## src/rtl/eg_pkg.sv

```systemverilog
package eg_pkg;
  localparam int STAT_W = 8;
  localparam logic [STAT_W-1:0] NV_MASK = 8'b1000_1100;
  localparam int BIT_LOCK = 7;
  localparam int BIT_FLD_HI = 3;
  localparam int BIT_FLD_LO = 2;
endpackage

```

## src/rtl/eg_enable_latch.sv

```systemverilog
module eg_enable_latch (
  input  logic clk,
  input  logic rst_n,
  input  logic wren_i,
  input  logic cs_rise_i,
  input  logic other_i,
  input  logic clear_i,
  output logic wel_o
);
  logic armed_q, armed_d, armed_en;
  logic wel_q, wel_d, wel_en;

  always_comb begin
    armed_en = wren_i | cs_rise_i | other_i;
    armed_d  = wren_i;
    wel_en   = clear_i | (armed_q & cs_rise_i & ~other_i);
    wel_d    = ~clear_i;
  end

  always_ff @(posedge clk or negedge rst_n) begin
    if (!rst_n) begin
      armed_q <= 1'b0;
      wel_q   <= 1'b0;
    end else begin
      if (armed_en) armed_q <= armed_d;
      if (wel_en)   wel_q   <= wel_d;
    end
  end

  assign wel_o = wel_q;

  p_set_after_cs_r2: assert property (@(posedge clk) disable iff (!rst_n)
    $rose(wel_q) |-> $past(cs_rise_i));
  p_clear_wins_r4: assert property (@(posedge clk) disable iff (!rst_n)
    clear_i |=> !wel_q);
endmodule

```

## src/rtl/eg_region_check.sv

```systemverilog
module eg_region_check #(
  parameter int ADDR_W = 13
) (
  input  logic [1:0]        fld_i,
  input  logic [ADDR_W-1:0] lo_i,
  input  logic [ADDR_W-1:0] hi_i,
  output logic              hit_o
);
  localparam logic [ADDR_W:0] SPAN = (ADDR_W+1)'(1) << ADDR_W;
  localparam logic [ADDR_W:0] QTR  = SPAN >> 2;

  logic [ADDR_W:0] base;

  always_comb begin
    unique case (fld_i)
      2'b00:   base = SPAN;
      2'b01:   base = SPAN - QTR;
      2'b10:   base = SPAN - (QTR << 1);
      default: base = '0;
    endcase
    hit_o = ({1'b0, lo_i} >= base) | ({1'b0, hi_i} >= base);
  end
endmodule

```

## src/rtl/eg_nv_status.sv

```systemverilog
module eg_nv_status (
  input  logic       clk,
  input  logic       rst_n,
  input  logic       load_i,
  input  logic [7:0] din_i,
  output logic [7:0] nv_o
);
  import eg_pkg::*;
  logic [7:0] nv_q, nv_d;

  always_comb nv_d = din_i & NV_MASK;

  always_ff @(posedge clk or negedge rst_n) begin
    if (!rst_n)      nv_q <= '0;
    else if (load_i) nv_q <= nv_d;
  end

  assign nv_o = nv_q;

  p_hold_fields_r5: assert property (@(posedge clk) disable iff (!rst_n)
    !load_i |=> $stable(nv_q));
endmodule

```

## src/rtl/eeprom_wr_guard.sv

```systemverilog
module eeprom_wr_guard #(
  parameter int ADDR_W = 13
) (
  input  logic              clk,
  input  logic              rst_n,
  input  logic              wren_i,
  input  logic              cs_rise_i,
  input  logic              wrdi_i,
  input  logic              sr_wr_i,
  input  logic [7:0]        sr_data_i,
  input  logic              arr_wr_i,
  input  logic [ADDR_W-1:0] arr_lo_i,
  input  logic [ADDR_W-1:0] arr_hi_i,
  input  logic              wp_n_i,
  input  logic              wr_done_i,
  output logic [7:0]        status_o,
  output logic              arr_allow_o,
  output logic              arr_deny_o,
  output logic              sr_allow_o,
  output logic              sr_deny_o
);
  import eg_pkg::*;

  logic       wel, hit, lock;
  logic [7:0] nv;
  logic       wip_q, wip_d, wip_en;
  logic       arr_ok, sr_ok;

  eg_enable_latch u_latch (
    .clk(clk), .rst_n(rst_n), .wren_i(wren_i), .cs_rise_i(cs_rise_i),
    .other_i(wrdi_i | sr_wr_i | arr_wr_i), .clear_i(wrdi_i | wr_done_i),
    .wel_o(wel)
  );

  eg_nv_status u_nv (
    .clk(clk), .rst_n(rst_n), .load_i(sr_allow_o), .din_i(sr_data_i), .nv_o(nv)
  );

  eg_region_check #(.ADDR_W(ADDR_W)) u_region (
    .fld_i(nv[BIT_FLD_HI:BIT_FLD_LO]), .lo_i(arr_lo_i), .hi_i(arr_hi_i),
    .hit_o(hit)
  );

  always_comb begin
    lock        = nv[BIT_LOCK] & ~wp_n_i;
    arr_ok      = wel & ~wip_q & ~hit;
    sr_ok       = wel & ~wip_q & ~lock;
    arr_allow_o = arr_wr_i & arr_ok;
    arr_deny_o  = arr_wr_i & ~arr_ok;
    sr_allow_o  = sr_wr_i & sr_ok;
    sr_deny_o   = sr_wr_i & ~sr_ok;
    wip_en      = wr_done_i | arr_allow_o | sr_allow_o;
    wip_d       = ~wr_done_i;
  end

  always_ff @(posedge clk or negedge rst_n) begin
    if (!rst_n)      wip_q <= 1'b0;
    else if (wip_en) wip_q <= wip_d;
  end

  assign status_o = nv | {6'b0, wel, wip_q};

  p_grant_needs_latch_r7: assert property (@(posedge clk) disable iff (!rst_n)
    (arr_allow_o | sr_allow_o) |-> (status_o[1] && !status_o[0]));
  p_grant_sets_busy_r7: assert property (@(posedge clk) disable iff (!rst_n)
    (arr_allow_o | sr_allow_o) |=> status_o[0]);
  p_done_clears_r8: assert property (@(posedge clk) disable iff (!rst_n)
    wr_done_i |=> (status_o[1:0] == 2'b00));
  p_lock_blocks_r9: assert property (@(posedge clk) disable iff (!rst_n)
    (sr_wr_i && status_o[7] && !wp_n_i) |-> sr_deny_o);
  p_busy_refuses_r11: assert property (@(posedge clk) disable iff (!rst_n)
    status_o[0] |-> !(arr_allow_o || sr_allow_o));
  p_one_answer_r12: assert property (@(posedge clk) disable iff (!rst_n)
    $onehot0({arr_allow_o, arr_deny_o}) && $onehot0({sr_allow_o, sr_deny_o}));
endmodule

```

## config.mk

```make
export PLATFORM = sky130hd
export DESIGN_NAME = eeprom_wr_guard
export DESIGN_NICKNAME = d
export VERILOG_FILES = /design/src/rtl/eg_pkg.sv /design/src/rtl/eg_enable_latch.sv /design/src/rtl/eg_region_check.sv /design/src/rtl/eg_nv_status.sv /design/src/rtl/eeprom_wr_guard.sv
export SDC_FILE = /design/constraint.sdc
export NUM_CORES = 1
export LEC_CHECK = 0
export BUFFER_PORTS_ARGS = -buffer_cell sky130_fd_sc_hd__buf_2
export CAP_MARGIN = 20
export CORE_MARGIN = 2
export CORE_UTILIZATION = 33
export CTS_BUF_LIST = sky130_fd_sc_hd__clkbuf_16
export DETAILED_ROUTE_END_ITERATION = 16
export PLACE_DENSITY = 0.77
export SKIP_LAST_GASP = 1
export SYNTH_ARGS = -nofsm -noshare
export SYNTH_HDL_FRONTEND = slang
export SYNTH_SLANG_ARGS = --single-unit
```

## constraint.sdc

```tcl
create_clock -name clk -period 2.43 [get_ports clk]
set_clock_uncertainty 0.2 [all_clocks]
set_input_delay 0.243 -clock clk [delete_from_list [all_inputs] [get_ports clk]]
set_output_delay 0.243 -clock clk [all_outputs]
set_load 0.01 [all_outputs]
```

# Yosys cells after proc, flatten, opt, wreduce, memory -nomap -nowiden
# Index checks and enable logic that the tools add are counted.
# totals
regBits,6
# classes
muxes,1
order_cmp,2
n_eq_ne,2
bitwise,29
n_reduce_logical,1
# ops
operator,count
$pmux 14 s3,1
$ge 13x14->1,2
$and 1x1->1,10
$not 1->1,9
$or 1x1->1,9
$or 8x2->8,1
$eq 2x1->1 const B,1
$eq 2x2->1 const B,1
$logic_not 2->1,1

# Logic depth before layout (Yosys ltp)
# logic_depth
depth_word,9
depth_mapped,9
depth_no_buf,9

# Modules after synthesis
# From an unflattened synthesis, not the netlist that was laid out.
# unflattened
cells_unflattened,58
area_unflattened_um2,573.0
# modules_own_cells
module,cells_each,seq_area_each_um2,area_each_um2,n_inst
eg_region_check,25,0.0,222.7,1
eg_nv_status,12,75.1,150.1,1
eeprom_wr_guard,14,25.0,120.1,1
eg_enable_latch,7,50.0,80.1,1

# Worst setup path after synthesis
# OpenSTA, ideal clock, no wires.
# synth_timing
kind,flip-flop to output port
from,register u_nv.nv_q[2] (netlist: u_nv.nv_o[2])
to,output port arr_deny_o
stages_incl_launch_ff,9
arrival_time_ns,1.763
slack_ns,0.224
cell_sequence,dfrtp_1 inv_1 ha_1 inv_1 ha_1 nor4b_1 nand4_1 o2111a_2 a21boi_1
# synth_between
elab_chain_len,8
elab_cells_between_ends,11
# synth_rtl
item,line_no,source
"start, declared",eg_nv_status.sv:9,"logic [7:0] nv_q, nv_d;"
"start signal, assigned",eg_nv_status.sv:15,else if (load_i) nv_q <= nv_d;
$eq 2x2->1 (tied with other cells),eg_region_check.sv:15,unique case (fld_i)
$pmux 14 s3 (*),eg_region_check.sv:15,
$ge 13x14->1,eg_region_check.sv:21,"hit_o = ({1'b0, lo_i} >= base) | ({1'b0, hi_i} >= base);"
$or 1x1->1 (*),eg_region_check.sv:21,
$not 1->1 (*),eeprom_wr_guard.sv:46,arr_ok = wel & ~wip_q & ~hit;
$and 1x1->1 (*),eeprom_wr_guard.sv:46,
$not 1->1 (*),eeprom_wr_guard.sv:49,arr_deny_o = arr_wr_i & ~arr_ok;
$and 1x1->1 (*),eeprom_wr_guard.sv:49,
"end, declared",eeprom_wr_guard.sv:18,"output logic arr_deny_o,"
# Mark *: on every way between the ends. The rest lies on a longest branch, timed or not.

# Worst setup path after layout
# layout_timing
from,register u_nv.nv_q[3] (netlist: u_nv.nv_o[3])
to,output port arr_deny_o
# The elaborated chain is that of the path after synthesis.

==> flow_metrics.env <==
export IMPL_slew_viol_final=0
export IMPL_drc=0
export IMPL_max_clock_freq_mhz=409
export IMPL_syn_area_sq_um=520
export IMPL_area_delta_synth_final_pct=79.6
export IMPL_grt_start_max_net_pins=7
export IMPL_worst_slack_ps=-17.2
export IMPL_diodes=0
export IMPL_layout_common_cells="buf_2 (46), inv_1 (7), dfrtp_1 (6), dlygate4sd3_1 (4)"
export IMPL_start_util_pct=35.0
export IMPL_netlist_area_leader_share_pct=28.8
export IMPL_die_area_sq_mm=0.00191
export IMPL_total_power_uw=573
export IMPL_critPathSlowestCell="dfrtp_1"
export IMPL_power_density_mw_per_mm2=613
export IMPL_path_cells="inv_2 -> ha_2 -> ha_1 -> nor4b_4 -> nand3_1 -> a211o_1 -> a21boi_1 -> buf_2"
export IMPL_cts_root_buf="clkbuf_16"
export IMPL_avgSynthCellArea_sq_um=9.46
export IMPL_fin_crit_sh_pct=101
export IMPL_h_tree_depth=1
export IMPL_whs_path_depth=2
export IMPL_crit_fanout=2
export IMPL_ant_nets=0
export IMPL_cp_arrival_ps=2000
export IMPL_ys_seq_elements=6
export IMPL_drtIter0Drc=2
export IMPL_startpoint_type="register"
export IMPL_final_min_clock_period_ps=2450
export IMPL_fp_dieH_um=43.7
export IMPL_numCtsBuffers=3
export IMPL_fin_nets=159
export IMPL_clkSinkCount=6
export IMPL_max_clock_path_buffers=2
export IMPL_r2r_start="u_nv.nv_o[3]"
export IMPL_grt_pass1_vias=587
export IMPL_grt_usage_pct=17.4
export IMPL_status="finished with violations"
export IMPL_wl_mm=1.46
export IMPL_hold_viol_final=0
export IMPL_dieWidth_um=43.7
export IMPL_coreArea_sq_mm=0.00149
export IMPL_ios=55
export IMPL_ys_warn_count=0
export IMPL_vias=601
export IMPL_final_common_cell="buf_2"
export IMPL_min_from="sr_data_i[7]"
export IMPL_dpl_hpwl_mm=1.12
export IMPL_cap_violations=0
export IMPL_setup_viol=1
export IMPL_syn_inst=55
export IMPL_synth_area_leaders="dfrtp_1 (29%), ha_1 (14%), buf_4 (7.2%)"
export IMPL_holdPathEnd="u_nv.nv_o[7]"
export IMPL_vias_per_cell=4.85
export IMPL_hold_class="in -> reg"
export IMPL_grt_first_pass_wirelength_mm=2.43
export IMPL_rrSetupSlack_ps=450
export IMPL_gp_congestion=0.733
export IMPL_grt_overflow=0
export IMPL_worst_ep_required_time_ps=1990
export IMPL_pre_cts_slack_ps=30.2
export IMPL_regToRegEndpoint="wip_q"
export IMPL_critPathMaxStageDelay_ps=350
export IMPL_synth_top_cell_by_area="dfrtp_1"
export IMPL_end_kind="output pin"
export IMPL_reg2reg_depth=8
export IMPL_crit_type="reg -> out"
export IMPL_worst_skew_pair_late_latency_ps=230
export IMPL_rows=14
export IMPL_cts_clk_slew_worst_paths_ps=30
export IMPL_violations="negative setup slack"
export IMPL_antenna_found_initial=0
export IMPL_route_detailed_wl_per_inst_um=11.8
export IMPL_leakagePower_nw=0.512
export IMPL_cts_tree="built"
export IMPL_rsz0062_at_grt="yes"
export IMPL_synth_distinct_cells=27
export IMPL_yosysSeqAreaShare_pct=28.8
export IMPL_firstDrtPassIters=4
export IMPL_drive_above_1_share_pct=63.0
export IMPL_ir_drop_uv=522
export IMPL_portBuffers=46
export IMPL_whs_ps=53.7
worst max-delay path: cells and delay by family, from the launching register on:
family          cells  cell delay (ps)
simple gates        2              280
flops               1              350
fa+ha+maj           2              460
buf+inv             2              210
compound gates      2              460
per-layer routing:
layer	GRT usage, %	part of all wire (%)
met1	17.5	36
met2	32.4	53
met3	2.92	8.2
met4	10.9	2.7
met5	0	0
worst max path at each step:
stage	start	to	slack, ps
2_1_floorplan	u_nv.nv_o[2]	arr_deny_o	220
3_3_place_gp	u_nv.nv_o[2]	arr_deny_o	120
3_5_place_dp	u_nv.nv_o[2]	arr_deny_o	30
4_1_cts	u_nv.nv_o[2]	arr_deny_o	1
5_1_grt	u_nv.nv_o[3]	arr_deny_o	-120
6_report	u_nv.nv_o[3]	arr_deny_o	-20
cell usage after synthesis:
library cell / count
a211oi_1: 1
mux2_2: 3
nor4b_2: 1
nand4_1: 1
nor2b_1: 1
inv_1: 10
ha_1: 6
nand3_2: 1
nor3_1: 1
a21boi_1: 1
nor2_1: 2
o2111a_2: 1
and3_1: 1
a31oi_1: 1
nand2_1: 1
nor4_2: 2
a21oi_1: 1
nand3_1: 1
conb_1: 1
a21o_1: 1
buf_4: 5
a211o_1: 1
nor4_1: 1
nor3b_1: 1
nand2b_1: 1
nor4b_1: 2
dfrtp_1: 6
cells by family after synthesis:
kind of cell	after synthesis	share of synthesized area (%)
AO/OA/AOI/OAI	7	10.6
AND/OR/NAND/NOR	17	24.5
flip-flops	6	28.8
multiplexers	3	6.49
buffers and inverters	15	14.4
adder cells (fa/ha/maj)	6	14.4
other	1	0.720
sequential cells by signal, summed over array words and instances, names as in the netlist:
name             flops
wip_q                1
u_nv.nv_o            3
u_latch.wel_o        1
u_latch.armed_q      1
what timing repair did:
item | in CTS | in global routing
endpoints found under the hold margin | 9 | 0
pin swaps | 7 | 3
endpoints found under the setup margin | 2 | 2
gates cloned | 0 | 0
hold buffers | 4 | 0
gates resized for setup | 9 | 1
setup buffers | 2 | 1
where the power goes:
| group | internal (mW) | total [mW] | switching, mW |
|---|---|---|---|
| sequential | 0.111 | 0.119 | 0.00833 |
| combinational | 0.107 | 0.190 | 0.0826 |
| clock | 0.211 | 0.265 | 0.0536 |
stage by stage:
step	setup TNS [ps]	area, sq um	utilization (%)	instances
2_1_floorplan	0	528	-	57
3_3_place_gp	0	741	49.7	114
3_5_place_dp	0	741	49.7	114
4_1_cts	0	918	61.7	123
5_1_grt	-207	935	62.8	124
6_report	-17.2	935	62.8	124
cell type report:
cell class | instances | area [sq um]
well taps | 16 | 20.0
fillers | 137 | 554
flip-flops and latches | 6 | 150
multi-input cells | 36 | 359
inverters | 10 | 37.5
repair buffers | 53 | 293
clock buffers | 3 | 75.1
Note: power is estimated with default switching activity, not from simulation.
